`config.mk`:
```
export PLATFORM = sky130hd
export DESIGN_NAME = dchain_out_chan
export DESIGN_NICKNAME = d
export VERILOG_FILES = /design/src/rtl/dchain_pkg.sv /design/src/rtl/dchain_lane_sel.sv /design/src/rtl/dchain_wb_word.sv /design/src/rtl/dchain_out_chan.sv
export SDC_FILE = /design/constraint.sdc
export NUM_CORES = 1
export LEC_CHECK = 0
export ABC_AREA = 0
export BUFFER_PORTS_ARGS = -buffer_cell sky130_fd_sc_hd__buf_4
export CAP_MARGIN = 10
export CORE_MARGIN = 3
export CORE_UTILIZATION = 59
export DETAILED_ROUTE_END_ITERATION = 10
export HOLD_SLACK_MARGIN = 0.05
export MAX_ROUTING_LAYER = met4
export PLACE_DENSITY = 0.88
export SYNTH_ARGS = -nofsm -noshare
export SYNTH_HDL_FRONTEND = slang
export SYNTH_HIERARCHICAL = 1
export SYNTH_SLANG_ARGS = --single-unit
export TNS_END_PERCENT = 50
```
`constraint.sdc`:
```
create_clock -name clk -period 5.74 [get_ports clk]
set_clock_uncertainty 0.1 [all_clocks]
set_input_delay 0 -clock clk [delete_from_list [all_inputs] [get_ports clk]]
set_output_delay 0 -clock clk [all_outputs]
set_load 0.05 [all_outputs]
```
`src/rtl/dchain_pkg.sv`:
```
package dchain_pkg;

    localparam int WORD_W   = 32;
    localparam int BYTE_W   = 8;
    localparam int LANES    = WORD_W / BYTE_W;
    localparam int DESC_WORDS = 4;
    localparam int WIDX_W   = $clog2(DESC_WORDS);

    // flag bit positions inside descriptor word 3
    localparam int FLAG_EOL  = 0;
    localparam int FLAG_INTR = 1;
    localparam int FLAG_DONE = 2;

    typedef enum logic [2:0] {
        ST_IDLE   = 3'd0,
        ST_FETCH  = 3'd1,
        ST_CHECK  = 3'd2,
        ST_RDBYTE = 3'd3,
        ST_SEND   = 3'd4,
        ST_WB     = 3'd5
    } chan_st_e;

endpackage

```
`src/rtl/dchain_lane_sel.sv`:
```
module dchain_lane_sel
    import dchain_pkg::*;
(
    input  logic [WORD_W-1:0]        word_i,
    input  logic [$clog2(LANES)-1:0] lane_i,
    output logic [BYTE_W-1:0]        byte_o
);
    logic [BYTE_W-1:0] lanes [LANES];

    for (genvar g = 0; g < LANES; g++) begin : g_lane
        assign lanes[g] = word_i[g*BYTE_W +: BYTE_W];
    end

    assign byte_o = lanes[lane_i];
endmodule

```
`src/rtl/dchain_wb_word.sv`:
```
module dchain_wb_word
    import dchain_pkg::*;
(
    input  logic              eol_i,
    input  logic              intr_i,
    output logic [WORD_W-1:0] word_o
);
    always_comb begin
        word_o            = '0;
        word_o[FLAG_EOL]  = eol_i;
        word_o[FLAG_INTR] = intr_i;
        word_o[FLAG_DONE] = 1'b1;
    end
endmodule

```
`src/rtl/dchain_out_chan.sv`:
```
module dchain_out_chan
    import dchain_pkg::*;
#(
    parameter int ADDR_W = 32   // 4..32
) (
    input  logic              clk,
    input  logic              rst,
    input  logic              cmd_start,
    input  logic              cmd_load,
    input  logic [ADDR_W-1:0] load_desc_addr,
    output logic              rd_req,
    output logic [ADDR_W-1:0] rd_addr,
    input  logic              rd_valid,
    input  logic [WORD_W-1:0] rd_data,
    output logic              wr_req,
    output logic [ADDR_W-1:0] wr_addr,
    output logic [WORD_W-1:0] wr_data,
    input  logic              wr_ack,
    output logic              out_valid,
    output logic [BYTE_W-1:0] out_data,
    input  logic              out_ready,
    output logic              buf_irq,
    output logic              end_of_list,
    output logic [ADDR_W-1:0] cur_desc_ptr,
    output logic [ADDR_W-1:0] cur_buf_ptr
);
    localparam int LANE_W = $clog2(LANES);
    localparam logic [ADDR_W-1:0] FLAGS_OFS = ADDR_W'(4 * (DESC_WORDS - 1));
    localparam logic [WIDX_W-1:0] LAST_WIDX = WIDX_W'(DESC_WORDS - 1);

    typedef struct packed {
        chan_st_e          st;
        logic [ADDR_W-1:0] desc;
        logic [ADDR_W-1:0] bufp;
        logic [ADDR_W-1:0] after;
        logic [ADDR_W-1:0] nxt;
        logic              f_eol;
        logic              f_intr;
        logic [WIDX_W-1:0] widx;
        logic              go;
        logic              reload;
        logic [BYTE_W-1:0] dat;
        logic              irq;
        logic              eol;
    } ctx_t;

    ctx_t r_q, r_d;

    logic [BYTE_W-1:0] lane_byte;
    logic [WORD_W-1:0] wb_word;

    dchain_lane_sel u_lane (
        .word_i (rd_data),
        .lane_i (r_q.bufp[LANE_W-1:0]),
        .byte_o (lane_byte)
    );

    dchain_wb_word u_wb (
        .eol_i  (r_q.f_eol),
        .intr_i (r_q.f_intr),
        .word_o (wb_word)
    );

    // next-state computation
    always_comb begin
        r_d     = r_q;
        r_d.irq = 1'b0;
        unique case (r_q.st)
            ST_IDLE: begin
                if (cmd_start) begin
                    r_d.eol    = 1'b0;
                    r_d.go     = 1'b1;
                    r_d.reload = 1'b0;
                    r_d.widx   = '0;
                    r_d.st     = ST_FETCH;
                end else if (cmd_load) begin
                    r_d.desc   = load_desc_addr;
                    r_d.go     = 1'b0;
                    r_d.reload = 1'b1;
                    r_d.widx   = '0;
                    r_d.st     = ST_FETCH;
                end
            end
            ST_FETCH: begin
                if (rd_valid) begin
                    unique case (r_q.widx)
                        2'd0: if (r_q.reload) r_d.bufp = rd_data[ADDR_W-1:0];
                        2'd1: r_d.after = rd_data[ADDR_W-1:0];
                        2'd2: r_d.nxt   = rd_data[ADDR_W-1:0];
                        default: begin
                            r_d.f_eol  = rd_data[FLAG_EOL];
                            r_d.f_intr = rd_data[FLAG_INTR];
                        end
                    endcase
                    r_d.widx = r_q.widx + 1'b1;
                    if (r_q.widx == LAST_WIDX)
                        r_d.st = r_q.go ? ST_CHECK : ST_IDLE;
                end
            end
            ST_CHECK: begin
                if (r_q.bufp < r_q.after) begin
                    r_d.st = ST_RDBYTE;
                end else begin
                    r_d.irq = r_q.f_intr;
                    r_d.st  = ST_WB;
                end
            end
            ST_RDBYTE: begin
                if (rd_valid) begin
                    r_d.dat = lane_byte;
                    r_d.st  = ST_SEND;
                end
            end
            ST_SEND: begin
                if (out_ready) begin
                    r_d.bufp = r_q.bufp + 1'b1;
                    r_d.st   = ST_CHECK;
                end
            end
            ST_WB: begin
                if (wr_ack) begin
                    if (r_q.f_eol) begin
                        r_d.eol = 1'b1;
                        r_d.st  = ST_IDLE;
                    end else begin
                        r_d.desc   = r_q.nxt;
                        r_d.reload = 1'b1;
                        r_d.widx   = '0;
                        r_d.st     = ST_FETCH;
                    end
                end
            end
            default: r_d.st = ST_IDLE;
        endcase
    end

    always_ff @(posedge clk) begin
        if (rst) begin
            r_q     <= '0;
            r_q.eol <= 1'b1;
        end else begin
            r_q <= r_d;
        end
    end

    // port drive
    always_comb begin
        rd_req  = (r_q.st == ST_FETCH) || (r_q.st == ST_RDBYTE);
        rd_addr = (r_q.st == ST_FETCH)
                ? r_q.desc + {{(ADDR_W-WIDX_W-2){1'b0}}, r_q.widx, 2'b00}
                : {r_q.bufp[ADDR_W-1:LANE_W], {LANE_W{1'b0}}};
    end

    assign wr_req       = (r_q.st == ST_WB);
    assign wr_addr      = r_q.desc + FLAGS_OFS;
    assign wr_data      = wb_word;
    assign out_valid    = (r_q.st == ST_SEND);
    assign out_data     = r_q.dat;
    assign buf_irq      = r_q.irq;
    assign end_of_list  = r_q.eol;
    assign cur_desc_ptr = r_q.desc;
    assign cur_buf_ptr  = r_q.bufp;

    // checks next to the logic
    a_r4_stream_hold: assert property (@(posedge clk) disable iff (rst)
        out_valid && !out_ready |=> out_valid && $stable(out_data) && $stable(cur_buf_ptr));

    a_r4_ptr_step: assert property (@(posedge clk) disable iff (rst)
        out_valid && out_ready |=> cur_buf_ptr == $past(cur_buf_ptr) + 1'b1);

    a_r8_quiet_at_end: assert property (@(posedge clk) disable iff (rst)
        end_of_list |-> !out_valid && !wr_req && !buf_irq);

    a_r6_irq_single: assert property (@(posedge clk) disable iff (rst)
        buf_irq |=> !buf_irq);

    a_r11_rd_hold: assert property (@(posedge clk) disable iff (rst)
        rd_req && !rd_valid |=> rd_req && $stable(rd_addr));

    a_r11_wr_hold: assert property (@(posedge clk) disable iff (rst)
        wr_req && !wr_ack |=> wr_req && $stable(wr_addr) && $stable(wr_data));

    a_r11_one_port: assert property (@(posedge clk) disable iff (rst)
        !(rd_req && wr_req));

endmodule

```
* Yosys cells after proc, flatten, opt, wreduce, memory -nomap -nowiden
Cells that the tools add are included.
** Cells by class
- Reduce and logical (&&, ||, !) cells :: 20
- Eq/ne operators :: 21
- Mux-type cells :: 38
- Bitwise operators :: 3
- $lt $le $gt $ge :: 2
- Add/sub/neg operators :: 4
** Operators with widths (number)
- 32-bit two-way mux :: 8
- 32-bit case mux with 2 select lines :: 2
- 100-bit two-way mux :: 1
- 35-bit two-way mux :: 2
- 32-bit by 1-bit adder with 32-bit output, second input constant :: 1
- 32-bit by 4-bit adder with 32-bit output :: 1
- 32-bit by 4-bit adder with 32-bit output, second input constant :: 1
- 32-bit less-than comparator :: 1
- 3-bit two-way mux :: 6
- 3-bit case mux with 6 select lines :: 1
- 8-bit binary-select mux with 2-bit select :: 1
- 8-bit two-way mux :: 2
- 2-bit != test, second input constant :: 8
- 5-bit AND reduction :: 3
- 3-bit AND reduction :: 3
- 2-bit two-way mux :: 4
- 4-bit two-way mux :: 2
- 2-bit by 1-bit != test with 1-bit output, second input constant :: 4
- 4-bit AND reduction :: 2
- 3-bit by 2-bit equality test with 1-bit output, second input constant :: 2
- 3-bit equality test, second input constant :: 2
- 1-bit two-way mux :: 6
- 2-bit case mux with 3 select lines :: 1
- 6-bit AND reduction :: 1
- other kinds (16) :: 23
** Storage, ports and cells
- Bits of input ports :: 71
- Word-level logic and storage cells :: 101
- Output and inout port bits :: 173
- Register bits :: 147

* Longest topological paths before layout
- Depth after elaboration :: 5
- Mapped depth :: 10
- Gate-level depth less buffers :: 8

* Modules after synthesis
The synthesis kept the hierarchy.
** By module, submodules not included
- dchain_out_chan :: cells an instance 1285, instances 1, area an instance 9207.6 sq um, seq. area each 2942.8 sq um
- dchain_wb_word :: cells an instance 34, instances 1, area an instance 247.7 sq um, seq. area each 0.0 sq um
- dchain_lane_sel :: cells an instance 10, instances 1, area an instance 196.4 sq um, seq. area each 0.0 sq um

* Worst setup path before layout
No wires, ideal clock.
- Kind :: register -> output
- Start point :: register r_q, in the netlist cur_desc_ptr[2]
- End point :: output port rd_addr[22]
- Buffers on the path :: 0
- Path slack :: 2.834 ns
- Data required time :: 5.640 ns
- Stages on the path, launching flop included :: 9
- Data arrival time :: 2.806 ns
- Cells stage by stage :: dfxtp_1 -> ha_1 -> inv_1 -> fa_1 -> nor4_1 -> nor2b_1 -> nand3_1 -> xor2_1 -> a21oi_1
** On the way
- Word-level cells in the longest chain between the ends :: 2
** Ends and longest elaborated chain
- from (decl) :: line dchain_out_chan.sv:47 : ctx_t r_q, r_d;
- from (signal assigned) :: line dchain_out_chan.sv:142 : r_q <= r_d;
- 32-bit by 4-bit adder with 32-bit output :: line dchain_out_chan.sv:150 : ? r_q.desc + {{(ADDR_W-WIDX_W-2){1'b0}}, r_q.widx, 2'b00}
- 32-bit two-way mux :: line dchain_out_chan.sv:150
- to (decl) :: line dchain_out_chan.sv:12 : output logic [ADDR_W-1:0] rd_addr,
Every way passes these cells.

* Final worst setup path
- Start point :: register r_q[146] (netlist bit)
- End point :: register r_q, in the netlist cur_buf_ptr[18]
** On the way
- Word-level cells in the longest chain between the ends :: 3
- Elaborated cells between the ends (all ways) :: 9
- Classes of those cells :: eq/ne (6); mux (1); reduce/logical (2)
** Ends and longest elaborated chain
- 3-bit by 1-bit equality test with 1-bit output / 3-bit equality test (equally long branches) :: line dchain_out_chan.sv:68 : unique case (r_q.st)
- 2-bit by 1-bit != test with 1-bit output (no source line) (tied with other cells)
- 5-bit AND reduction (no source line)
Parallel ways exist; a longest one is shown, timed or not.
A chain may end at the register's enable or synchronous reset.

==> impl_summary.md <==
Run status
The flow ran to the end, and the final reports show no timing, DRC or antenna violations.

Placed design
At the end of routability-driven placement, the weighted congestion stood at 0.968. Once detailed placement completed, the half-perimeter wirelength came to 22400 um. Buffers placed on the I/O ports in this run total 213.

The cell count after placement is 1589. Once placement finished, the instance area stood at 0.0105 mm2. OpenSTA, run right after detailed placement, puts the worst setup slack at 2.20 ns.

Finish
The end-of-flow core utilization is 75.0%. The library cells used most frequently in the layout, excluding fill and tap cells, are 272 x nand2_1, 221 x buf_4, 152 x a21oi_1. The design area is 0.0120 mm2.

Leaving out filler cells and counting taps, the final layout contains 1704. In the final layout, the share of cells above drive strength 1 is 18.6%. The most common cell after layout, fill and taps aside is nand2_1.

The synthesis-to-layout area growth is 23.9%. The net count of the finished layout is 1585.

Drt
Summing over every cut layer, the via total after detailed routing is 10200. The via density per instance is 6.00. The final routed DRC violation total is 0. The number of routed nets with antenna violations is 0.

The detail-routed net length per standard cell is 19.4 um. The count of TritonRoute iterations in the first routing pass is 5. The final layout contains routed wiring with a total length of 33000 um. The first routing iteration left 1367 violations.

Pwr
The standby leakage power is 4.82 nW. The design draws 3.50 mW. The power density over the cells is 293 mW/mm2.

Across the VDD grid, the largest voltage drop is 0.000191 V.

Timing
The transition at the pin with the smallest max-transition slack is 1.13 ns. In the final timing run, aggregate negative setup slack is 0 ns. Across all hold checks on the routed design, the worst slack comes to 0.235 ns. Setup violations remaining at the end of the flow were counted as 0.

The slack of the critical path is 2.02 ns. The worst pin sits at a relative slew slack of 24.9%. The maximum operating frequency is 269 MHz. The number of max-slew violations in the final report came to 0. The final count of hold timing violations came to 0. Setup repair after global routing left no endpoint under its margin. The clock period could shrink to 3.72 ns. The share of the clock period used by the worst path after layout is 64.8%.

Synthesis
For this run, the leading register cell type out of synthesis is dfxtp_1. After synthesis the cells add up to 0.00965 mm2. The gate count of the mapped netlist is 1329. The Yosys step of the flow raised 6 warnings. The post-synthesis register bit count is 147. Yosys mapped a number of flops with a built-in enable equal to 0. Of all flip-flops after synthesis, the portion carrying an async set or reset was 0%. The post-synthesis sequential area ratio is 30.5%. The synthesized netlist contains 63 unique library cells. The mean cell area of the mapped netlist is 7.26 um2.

Clock tree
Clock-pin slew was measured on the worst setup and hold paths at 0.06 ns. The CTS tree is built. Buffers inserted during clock tree synthesis total 17. CTS saw 147 sinks. Post-CTS repair changed the size of 0 cells. The clock reaches the later pin of the worst-skew pair after 0.43 ns. The clock tree synthesis step divided the H-tree into 4 levels.

The root cell of the clock tree is clkbuf_16. The maximum number of buffers from clock root to sink is 2.

Floorplan
The total area inside the core boundary comes to 0.0159 mm2. The area of the die is 0.0179 mm2. After floorplanning, the core was divided into 46 placement rows.

During I/O placement, the number of pins put on the boundary was 244. From left edge to right edge, the die measures 134 um. For this configuration, the core starts out at a cell density of 60.5%. In this run the vertical extent of the chip is 134 um.

GRT
The global routing stage identified its most utilized layer as met2. The met2 track utilization from global routing is 54.8%. The final global-route overflow total is 0.

The number of global-route vias before repair is 9234. For met1 alone, demand over resource in global routing was 47.7%. Global routing consumed, on the met3 layer, 6.26% of the routing resources. Global routing used 36.3% of the available tracks across all layers. The wire length of the first global-routing pass is 50600 um.

The initial antenna violation count is 1. The pin count of the biggest net entering global routing is 98.

Critical path
The worst setup path is launched from a flip-flop. The worst setup path category is flip-flop to flip-flop. The worst path arrival time is 3.88 ns. The setup slack of the worst register-to-register path is 2.02 ns. The largest driver fanout on the critical path is 34. At the worst endpoint, the required time is 5.91 ns.

The worst setup path is captured at a flip-flop.

Flow run
Max-cap violations in this run came to 0.

Min path
The type of the tightest min-delay check is primary input to flip-flop.
## worst max-delay path, stage by stage, from the launching register on
cell	delay, ns
dfxtp_1	0.69
or3b_1	0.40
buf_4	0.25
inv_1	0.63
a21o_1	0.93
o21ai_0	0.25
a22oi_1	0.22
nor2_1	0.07
## cell type report
type	count	area (um2)
inverters	44	165
flip-flops and latches	147	2940
clock inverters	12	156
well taps	216	270
clock buffers	20	447
diodes	1	2.50
multi-input cells	961	5470
repair buffers	303	2500
fillers	1151	3990
## state kept, by name (all words and copies together), names as in the netlist
| register | cells |
|---|---|
| buf_irq | 1 |
| cur_desc_ptr | 32 |
| out_data | 8 |
| cur_buf_ptr | 32 |
| end_of_list | 1 |
| r_q | 73 |
## routing by layer
| layer | up-vias | part of all wire, % |
|---|---|---|
| li1 | 4694 | - |
| met3 | 104 | 11 |
| met1 | 4736 | 39 |
| met4 | 0 | 4.2 |
| met5 | - | 0 |
| met2 | 683 | 46 |
## path summary, 6_finish.rpt
kind                  start         endpoint  cells after the start
setup reg to reg   r_q[146]  cur_buf_ptr[18]                      7
hold / removal    cmd_start          r_q[10]                      3
hold reg to reg     r_q[67]          r_q[67]                      2
setup / recovery   r_q[146]  cur_buf_ptr[18]                      7
## power by group
| part | internal (mW) | switching [mW] | leakage [nW] |
|---|---|---|---|
| Combinational | 0.370 | 0.823 | 3.35 |
| Sequential | 1.07 | 0.104 | 1.19 |
| Clock | 0.696 | 0.444 | 0.283 |
| Total | 2.13 | 1.37 | 4.82 |
## logic make-up after synthesis
kind of cell	Yosys count	synth area share (%)
and+or+nand+nor	541	24.8
AOI/OAI and AO/OA	276	17.3
buffers and inverters	249	14.1
DFF	147	30.5
xor gates and xnor gates	59	5.35
adders and majority gates	40	5.26
muxes	15	2.64
other	2	0.0778
## cells in the mapped netlist (10+ instances only)
cell      instances  area share [%]
xor2_1           27             2.5
nand2_1         272              11
nand4_1          24             1.6
nor2_1          127             4.9
and3_1           18             1.2
buf_2            13            0.67
a21oi_1         154             8.0
clkbuf_1         77             3.0
inv_1            43             1.7
ha_1             39             5.1
o21ai_0          28             1.5
nand3_1          32             1.7
nor4_1           10            0.65
dfxtp_1         147              30
xnor2_1          32             2.9
nor3_1           20             1.0
a211oi_1         11            0.86
buf_4           106             8.2
a311oi_1         36             3.3
## repair_timing
action,in CTS,in global routing
hold buffers,81,0
endpoints found under the setup margin,0,0
hold endpoints to repair,145,0
buffers inserted,0,0
No activity file was read; power rests on OpenSTA's default activity.
